--- src/rtl/byteport_dio_pkg.sv ---
package byteport_dio_pkg;
   localparam int ADDR_W  = 8;
   localparam int BYTE_W  = 8;
   localparam int N_PORTS = 4;
   localparam int PINS_W  = N_PORTS * BYTE_W;

   localparam logic [ADDR_W-1:0] A_DIRENA = 8'h82;
   localparam logic [ADDR_W-1:0] A_CTL01  = 8'h83;
   localparam logic [ADDR_W-1:0] A_CTL23  = 8'hC3;

   // pair 0 holds ports 0/1, pair 1 holds ports 2/3
   function automatic logic [ADDR_W-1:0] data_addr(input int p);
      return ((p / 2) == 0 ? 8'h80 : 8'hC0) + ADDR_W'(p % 2);
   endfunction

   function automatic int dir_bit(input int p);
      return (p / 2) * 4 + 2 + (p % 2);
   endfunction

   function automatic int dis_bit(input int p);
      return (p / 2) * 4 + (p % 2);
   endfunction

   function automatic int in_bit(input int p);
      return (p % 2) == 0 ? 4 : 1;
   endfunction
endpackage

--- src/rtl/bpd_sync.sv ---
module bpd_sync #(
   parameter int W      = 32,
   parameter int STAGES = 2
) (
   input  logic         clk,
   input  logic         rst_n,
   input  logic [W-1:0] d,
   output logic [W-1:0] q
);
   logic [W-1:0] sr [STAGES];

   generate
      if (STAGES < 2) begin : g_bad
         $error("bpd_sync needs at least two stages");
      end
      for (genvar s = 0; s < STAGES; s++) begin : g_stage
         always_ff @(posedge clk or negedge rst_n) begin
            if (!rst_n)      sr[s] <= '0;
            else if (s == 0) sr[s] <= d;
            else             sr[s] <= sr[(s > 0) ? s - 1 : 0];
         end
      end
   endgenerate

   assign q = sr[STAGES-1];
endmodule

--- src/rtl/bpd_port.sv ---
module bpd_port #(
   parameter int BW = 8
) (
   input  logic          clk,
   input  logic          rst_n,
   input  logic          ld,
   input  logic [BW-1:0] ld_val,
   input  logic          dir_out,
   input  logic          buf_off,
   input  logic          mark_in,
   output logic [BW-1:0] q_out,
   output logic [BW-1:0] q_oe
);
   logic [BW-1:0] latch_q;
   logic          drive;

   always_ff @(posedge clk or negedge rst_n) begin
      if (!rst_n)  latch_q <= '0;
      else if (ld) latch_q <= ld_val;
   end

   assign drive = dir_out & ~buf_off & ~mark_in;
   assign q_out = latch_q;
   assign q_oe  = {BW{drive}};
endmodule

--- src/rtl/byteport_dio.sv ---
module byteport_dio
   import byteport_dio_pkg::*;
#(
   parameter int SYNC_STAGES = 2
) (
   input  logic              clk,
   input  logic              rst_n,
   input  logic [ADDR_W-1:0] bus_addr,
   input  logic              bus_wr,
   input  logic              bus_rd,
   input  logic [BYTE_W-1:0] bus_wdata,
   output logic [BYTE_W-1:0] bus_rdata,
   output logic [PINS_W-1:0] pin_out,
   output logic [PINS_W-1:0] pin_oe,
   input  logic [PINS_W-1:0] pin_in
);
   logic [BYTE_W-1:0] direna_q, ctl01_q, ctl23_q, rdata_q, rd_mux;
   logic [PINS_W-1:0] pin_sync;
   logic [N_PORTS-1:0] port_hit;

   generate
      if (SYNC_STAGES < 2) begin : g_chk
         $error("SYNC_STAGES must be two or more");
      end
   endgenerate

   always_ff @(posedge clk or negedge rst_n) begin
      if (!rst_n) begin
         direna_q <= '0;
         ctl01_q  <= '0;
         ctl23_q  <= '0;
      end else if (bus_wr) begin
         if (bus_addr == A_DIRENA) direna_q <= bus_wdata;
         if (bus_addr == A_CTL01)  ctl01_q  <= bus_wdata;
         if (bus_addr == A_CTL23)  ctl23_q  <= bus_wdata;
      end
   end

   bpd_sync #(.W(PINS_W), .STAGES(SYNC_STAGES)) u_sync (
      .clk(clk), .rst_n(rst_n), .d(pin_in), .q(pin_sync)
   );

   generate
      for (genvar p = 0; p < N_PORTS; p++) begin : g_port
         localparam logic [ADDR_W-1:0] MY_ADDR = data_addr(p);
         logic mark;
         assign port_hit[p] = (bus_addr == MY_ADDR);
         assign mark = (p / 2 == 0) ? ctl01_q[in_bit(p)] : ctl23_q[in_bit(p)];
         bpd_port #(.BW(BYTE_W)) u_port (
            .clk    (clk),
            .rst_n  (rst_n),
            .ld     (bus_wr && port_hit[p]),
            .ld_val (bus_wdata),
            .dir_out(direna_q[dir_bit(p)]),
            .buf_off(direna_q[dis_bit(p)]),
            .mark_in(mark),
            .q_out  (pin_out[p*BYTE_W +: BYTE_W]),
            .q_oe   (pin_oe[p*BYTE_W +: BYTE_W])
         );
      end
   endgenerate

   always_comb begin
      rd_mux = '0;
      for (int p = 0; p < N_PORTS; p++)
         if (port_hit[p]) rd_mux = pin_sync[p*BYTE_W +: BYTE_W];
      if (bus_addr == A_DIRENA) rd_mux = direna_q;
      if (bus_addr == A_CTL01)  rd_mux = ctl01_q;
      if (bus_addr == A_CTL23)  rd_mux = ctl23_q;
   end

   always_ff @(posedge clk or negedge rst_n) begin
      if (!rst_n)      rdata_q <= '0;
      else if (bus_rd) rdata_q <= rd_mux;
   end

   assign bus_rdata = rdata_q;
endmodule

--- config.mk ---
export PLATFORM = sky130hd
export DESIGN_NAME = byteport_dio
export DESIGN_NICKNAME = d
export VERILOG_FILES = /design/src/rtl/byteport_dio_pkg.sv /design/src/rtl/bpd_sync.sv /design/src/rtl/bpd_port.sv /design/src/rtl/byteport_dio.sv
export SDC_FILE = /design/constraint.sdc
export NUM_CORES = 1
export LEC_CHECK = 0
export BUFFER_PORTS_ARGS = -buffer_cell sky130_fd_sc_hd__buf_2
export CORE_ASPECT_RATIO = 0.7
export CORE_MARGIN = 2
export CORE_UTILIZATION = 49
export CTS_CLUSTER_SIZE = 28
export DETAILED_ROUTE_END_ITERATION = 6
export PLACE_DENSITY = 0.76
export RECOVER_POWER = 100
export SLEW_MARGIN = 20
export SYNTH_ARGS = -nofsm -noshare
export SYNTH_HDL_FRONTEND = slang
export SYNTH_HIERARCHICAL = 1
export SYNTH_SLANG_ARGS = --single-unit
--- constraint.sdc ---
create_clock -name clk -period 1.25 [get_ports clk]
set_input_delay 0.1875 -clock clk [delete_from_list [all_inputs] [get_ports clk]]
set_output_delay 0.1875 -clock clk [all_outputs]
set_load 0.05 [all_outputs]
# Yosys cells after proc, flatten, opt, wreduce, memory -nomap -nowiden
# Cells that the tools add are included.
# word_totals
word_cells	47
input_bits	52
out_inout_bits	72
regBits	128
# classes
mux	7
n_bitwise	16
n_reduce_logical	7
eq_ne	7
# op_table
cell	count
== test 8 bit, second input constant	7
two-way mux 8 bit	7
bitwise AND 1 bit	8
NOT 1 bit	8
AND reduction 2 bit	3
logical AND 1 bit	4

# Longest topological paths before layout
# depth
ltp_word	8
ltp_mapped	6
depth_no_buf	4

# By module
# Netlist, hierarchy kept.
# modules_own_cells
mod	instances	area_each_um2	seq_area_each_um2	cells_per_inst
byteport_dio	1	2133.3	800.8	209
bpd_sync	1	1841.8	1601.5	96
bpd_port	4	399.1	200.2	26

# Worst setup path after synthesis
# No wires, ideal clock.
# synth_timing
path_kind	in2reg
start	in bus_addr[5]
end	reg ctl01_q[0]
arrival_time_ns	1.694
required_time_ns	1.125
cell_stages	6
setup_ns	0.125
slack_ns	-0.569
n_path_buf	2
path_cell_list	or3b_1 > buf_6 > nor3_4 > and4_4 > buf_12 > mux2_4
# synth_between
elab_chain_cells	2
# synth_lines
item	line_no	source
start: declaration	byteport_dio.sv:8	input logic [ADDR_W-1:0] bus_addr,
== test 8 bit	byteport_dio.sv:34	if (bus_addr == A_CTL01) ctl01_q <= bus_wdata;
AND reduction 2 bit (no source line)	-	
end signal: assignment	byteport_dio.sv:34	
end: declaration	byteport_dio.sv:17	logic [BYTE_W-1:0] direna_q, ctl01_q, ctl23_q, rdata_q, rd_mux;
# No other way between the ends.
# A chain may end at the register's enable or synchronous reset.

# Final worst setup path
# layout_timing
start	reg direna_q[0]
end	out pin_oe[3]
# layout_between
elab_chain_cells	3
# layout_lines
item	line_no	source
start: declaration	byteport_dio.sv:17	
start signal: assignment	byteport_dio.sv:33	if (bus_addr == A_DIRENA) direna_q <= bus_wdata;
NOT 1 bit	bpd_port.sv:22	assign drive = dir_out & ~buf_off & ~mark_in;
bitwise AND 1 bit (2 in a row)	bpd_port.sv:22	
end: declaration	byteport_dio.sv:14	output logic [PINS_W-1:0] pin_oe,
# No other way between the ends.

==> results.md <==
- Outcome: complete, but fails checks
- Failing checks: setup timing
- CTS tree: yes
- RSZ-0062 raised after global routing: yes
- CP endpoint kind: output pin
- # fillers: 663
- Flop pwr share: 41.6%
- Fin. Hold Viols: 0
- Buf/Inv on CP: 2
- Detail Route Antenna Nets: 0
- DRT iter0 DRCs: 285
- Gp weighted congestion: 0.8656
- Nature of the critical path startpoint: flop
- Met3 Wirelength: 1072 µm
- CP Data Required Time: 1.06 ns
- Die span in x: 131.5 µm
- Full die area: 12,250 µm²
- Via/cell ratio: 5.361
- Top cells by area, synth: dfrtp_1 57%, mux2_4 11%, buf_4 8.6%
- Switching Share: 28.28%
- EDFF count, synth: 0
- Ys async rst share: 100.0%
- Remaining DRCs: 0
- Syn Nets: 461
- Top Metal Used: met4
- Cells after synthesis: 409
- Post-route setup slack: -0.4668 ns
- Worst slack, placed: -0.6047 ns
- Core Rows: 32
- Hold Path Class: in -> reg
- Synth Area per Inst: 13.62 µm²
- Setup violations, final: 86
- M1 WL: 5767 µm
- Clock Path Buffers: 2
- Boundary pin count: 124
- Combinational share of power: 15.4%
- GRT Overall Usage: 22.95%
- Chip height: 93.22 µm
- Min Hold Slack: 0.1037 ns
- # placed instances: 648
- H-Tree Depth: 4
- Register area: 3206 µm²
- Most instantiated cells after synthesis: 128 x dfrtp_1, 64 x buf_4, 40 x mux2_4
- Net count, final: 618
- Layout cells sized above 1: 55.61%
- Clk_lat worst skew: 0.42 ns
- Clock sinks: 128
- Initial core utilization: 50.42%
- P_leak: 0.003899 µW
- Vias in the first global route: 4,010
- Total number of vias: 3,924
- VDD IR max: 0.9760 mV
- Critical path peak fanout: 8
- Switching Power: 3042 µW
- Warning count from the yosys run: 6
- Int Power: 7716 µW
- Root buf cell: clkbuf_16
- Fin cells: 732
- DP HPWL: 8651 µm
- Ant. Diodes: 0
- Largest net degree at the start of global routing: 47
- Final min period: 1.717 ns
- Port bufs: 123
- Reg clk slew, reported paths: 0.06 ns
- Crit-path slowest cell: dfrtp_1
- Number of antenna violations at the first check in global routing: 0
- Placed Area: 6384 µm²
- Avg WL per Cell: 19.29 µm
- Congestion Overflow GR: 0
- Final instance area: 8167 µm²
- Core area: 11,050 µm²
- Slew headroom: 58.43%
- Main synth FF type: dfrtp_1
- DR pass1 iterations: 4
- Clock power share: 43.1%
- Critical path's most frequent cell: buf_6
- Area of the multi-input gates: 2047 µm²
- Worst Setup Path Type: reg -> out
- Post-Route WL: 14,120 µm
- Worst slew pin tran: 0.6209 ns
- Slew Limit Fails: 0
- Total power: 10,760 µW
- Setup Skew: 0.009640 ns
- Cells along the critical path: nor3b_2 -> buf_6 -> buf_6
- Flops & latches, synth: 128
- Sequential-to-total area share from yosys stat: 57.49%
- Crit-path leading delay family: flip-flops
- Total CTS buffers: 17
- Final Cycle Share: 137.3%
- Yosys top cell area share: 57.49%
- MaxCap Viol Count: 0
- PwrDens: 1317 nW/µm²
- Cell variety after synth: 36
- Post-synth top area cell: dfrtp_1
- Area growth syn-to-layout: 46.58%
- Met2 routed WL: 7086 µm
- Area of the mapped netlist: 5572 µm²
- Fmax achieved: 0.5825 GHz
- Cell with the most instances after synthesis: dfrtp_1
- First-pass GRT wire length: 21,450 µm
- Critical path arrival: 1.53 ns
- Slowest stage delay, CP: 0.40 ns
==> per-layer routing <==
metal	vias to the layer above	GRT usage (%)
met3	16	6.612
li1	1728	-
met1	2017	29.39
met2	163	37.43
met5	-	0
met4	0	8.786
==> placed cells by master, fill, tap and decap left out, drive strengths merged, types with 3 or more instances in the layout <==
cell and n:
buf 170, dfrtp 128, mux2 56, clkbuf 40
dlygate4sd3 33, inv 25, nor2 18, o211ai 16
o21ai 16, a21o 8, nand4b 8, a2111o 8
o41ai 8, o32ai 8, a32oi 8, nor3b 6
clkinv 6, nor3 3
==> registers in the layout, indices dropped and copies added, names as in the netlist <==
name,flops
g_port.u_port/q_out,32
direna_q,8
u_sync/q,32
bus_rdata,8
ctl01_q,8
ctl23_q,8
u_sync/sr,32
==> through the flow <==
step | TNS [ns] | utilization, %
final | -14.31 | 73.90
after global routing | -20.69 | 73.90
after CTS | -12.47 | 70.65
after detailed placement | -32.54 | 57.77
after global placement | -31.31 | 57.77
after floorplan | -19.05 | -
==> worst paths after layout <==
check                           cells after the start                                    end                     from  slack [ns]
worst max-delay path                                3                              pin_oe[3]  direna_q[0]$_DFFE_PN0P_       -0.47
worst min-delay path                                2  g_port[3].u_port/q_out[2]$_DFFE_PN0P_             bus_wdata[2]        0.10
worst max register to register                      5               bus_rdata[0]$_DFFE_PN0P_  direna_q[0]$_DFFE_PN0P_       -0.12
worst min register to register                      0                 u_sync/q[31]$_DFF_PN0_  u_sync/sr[63]$_DFF_PN0_        0.35
max in group asynchronous                           3                u_sync/sr[57]$_DFF_PN0_                    rst_n        0.13
min in group asynchronous                           2  g_port[3].u_port/q_out[6]$_DFFE_PN0P_                    rst_n        0.30
==> worst register-to-register path, delay by kind of cell, from the launching register on <==
family | cells | cell delay [ns]
buf+inv | 2 | 0.27
compound gates | 3 | 0.57
flops | 1 | 0.40
==> power groups by stage <==
stage               logic, µW  registers, µW  clock network [µW]
floorplan                 659           4750                   0
global placement         1240           4530                   0
CTS                      1530           4460                4690
detailed placement       1260           4540                   0
global route             1740           4490                4900
finish                   1650           4470                4630
==> cells by family (layout without fill, tap and decap cells) <==
logic type / after synthesis / after routing / share of synthesized area, %
and+or+nand+nor: 49 / 49 / 6.108
DFF: 128 / 128 / 57.49
muxes: 56 / 56 / 14.01
buffers and inverters: 104 / 274 / 12.33
AOI/OAI and AO/OA: 72 / 72 / 10.06
==> final cells by class <==
type                            instances  share of cell area [%]
Clock inverter                         14                   1.440
Timing Repair Buffer                  225                   25.74
Sequential cell                       128                   39.25
Tap cell                              153                   2.344
Inverter                               17                  0.7814
Clock buffer                           18                   5.378
Multi-Input combinational cell        177                   25.07
==> timing repair <==
action,4_1_cts,5_1_grt
gates cloned,1,0
setup buffers,11,8
pin swaps,18,28
endpoints found under the setup margin,105,117
hold endpoints to repair,80,0
hold buffers,33,0
gates resized for setup,120,70
Note: power is estimated with default switching activity, not from simulation.
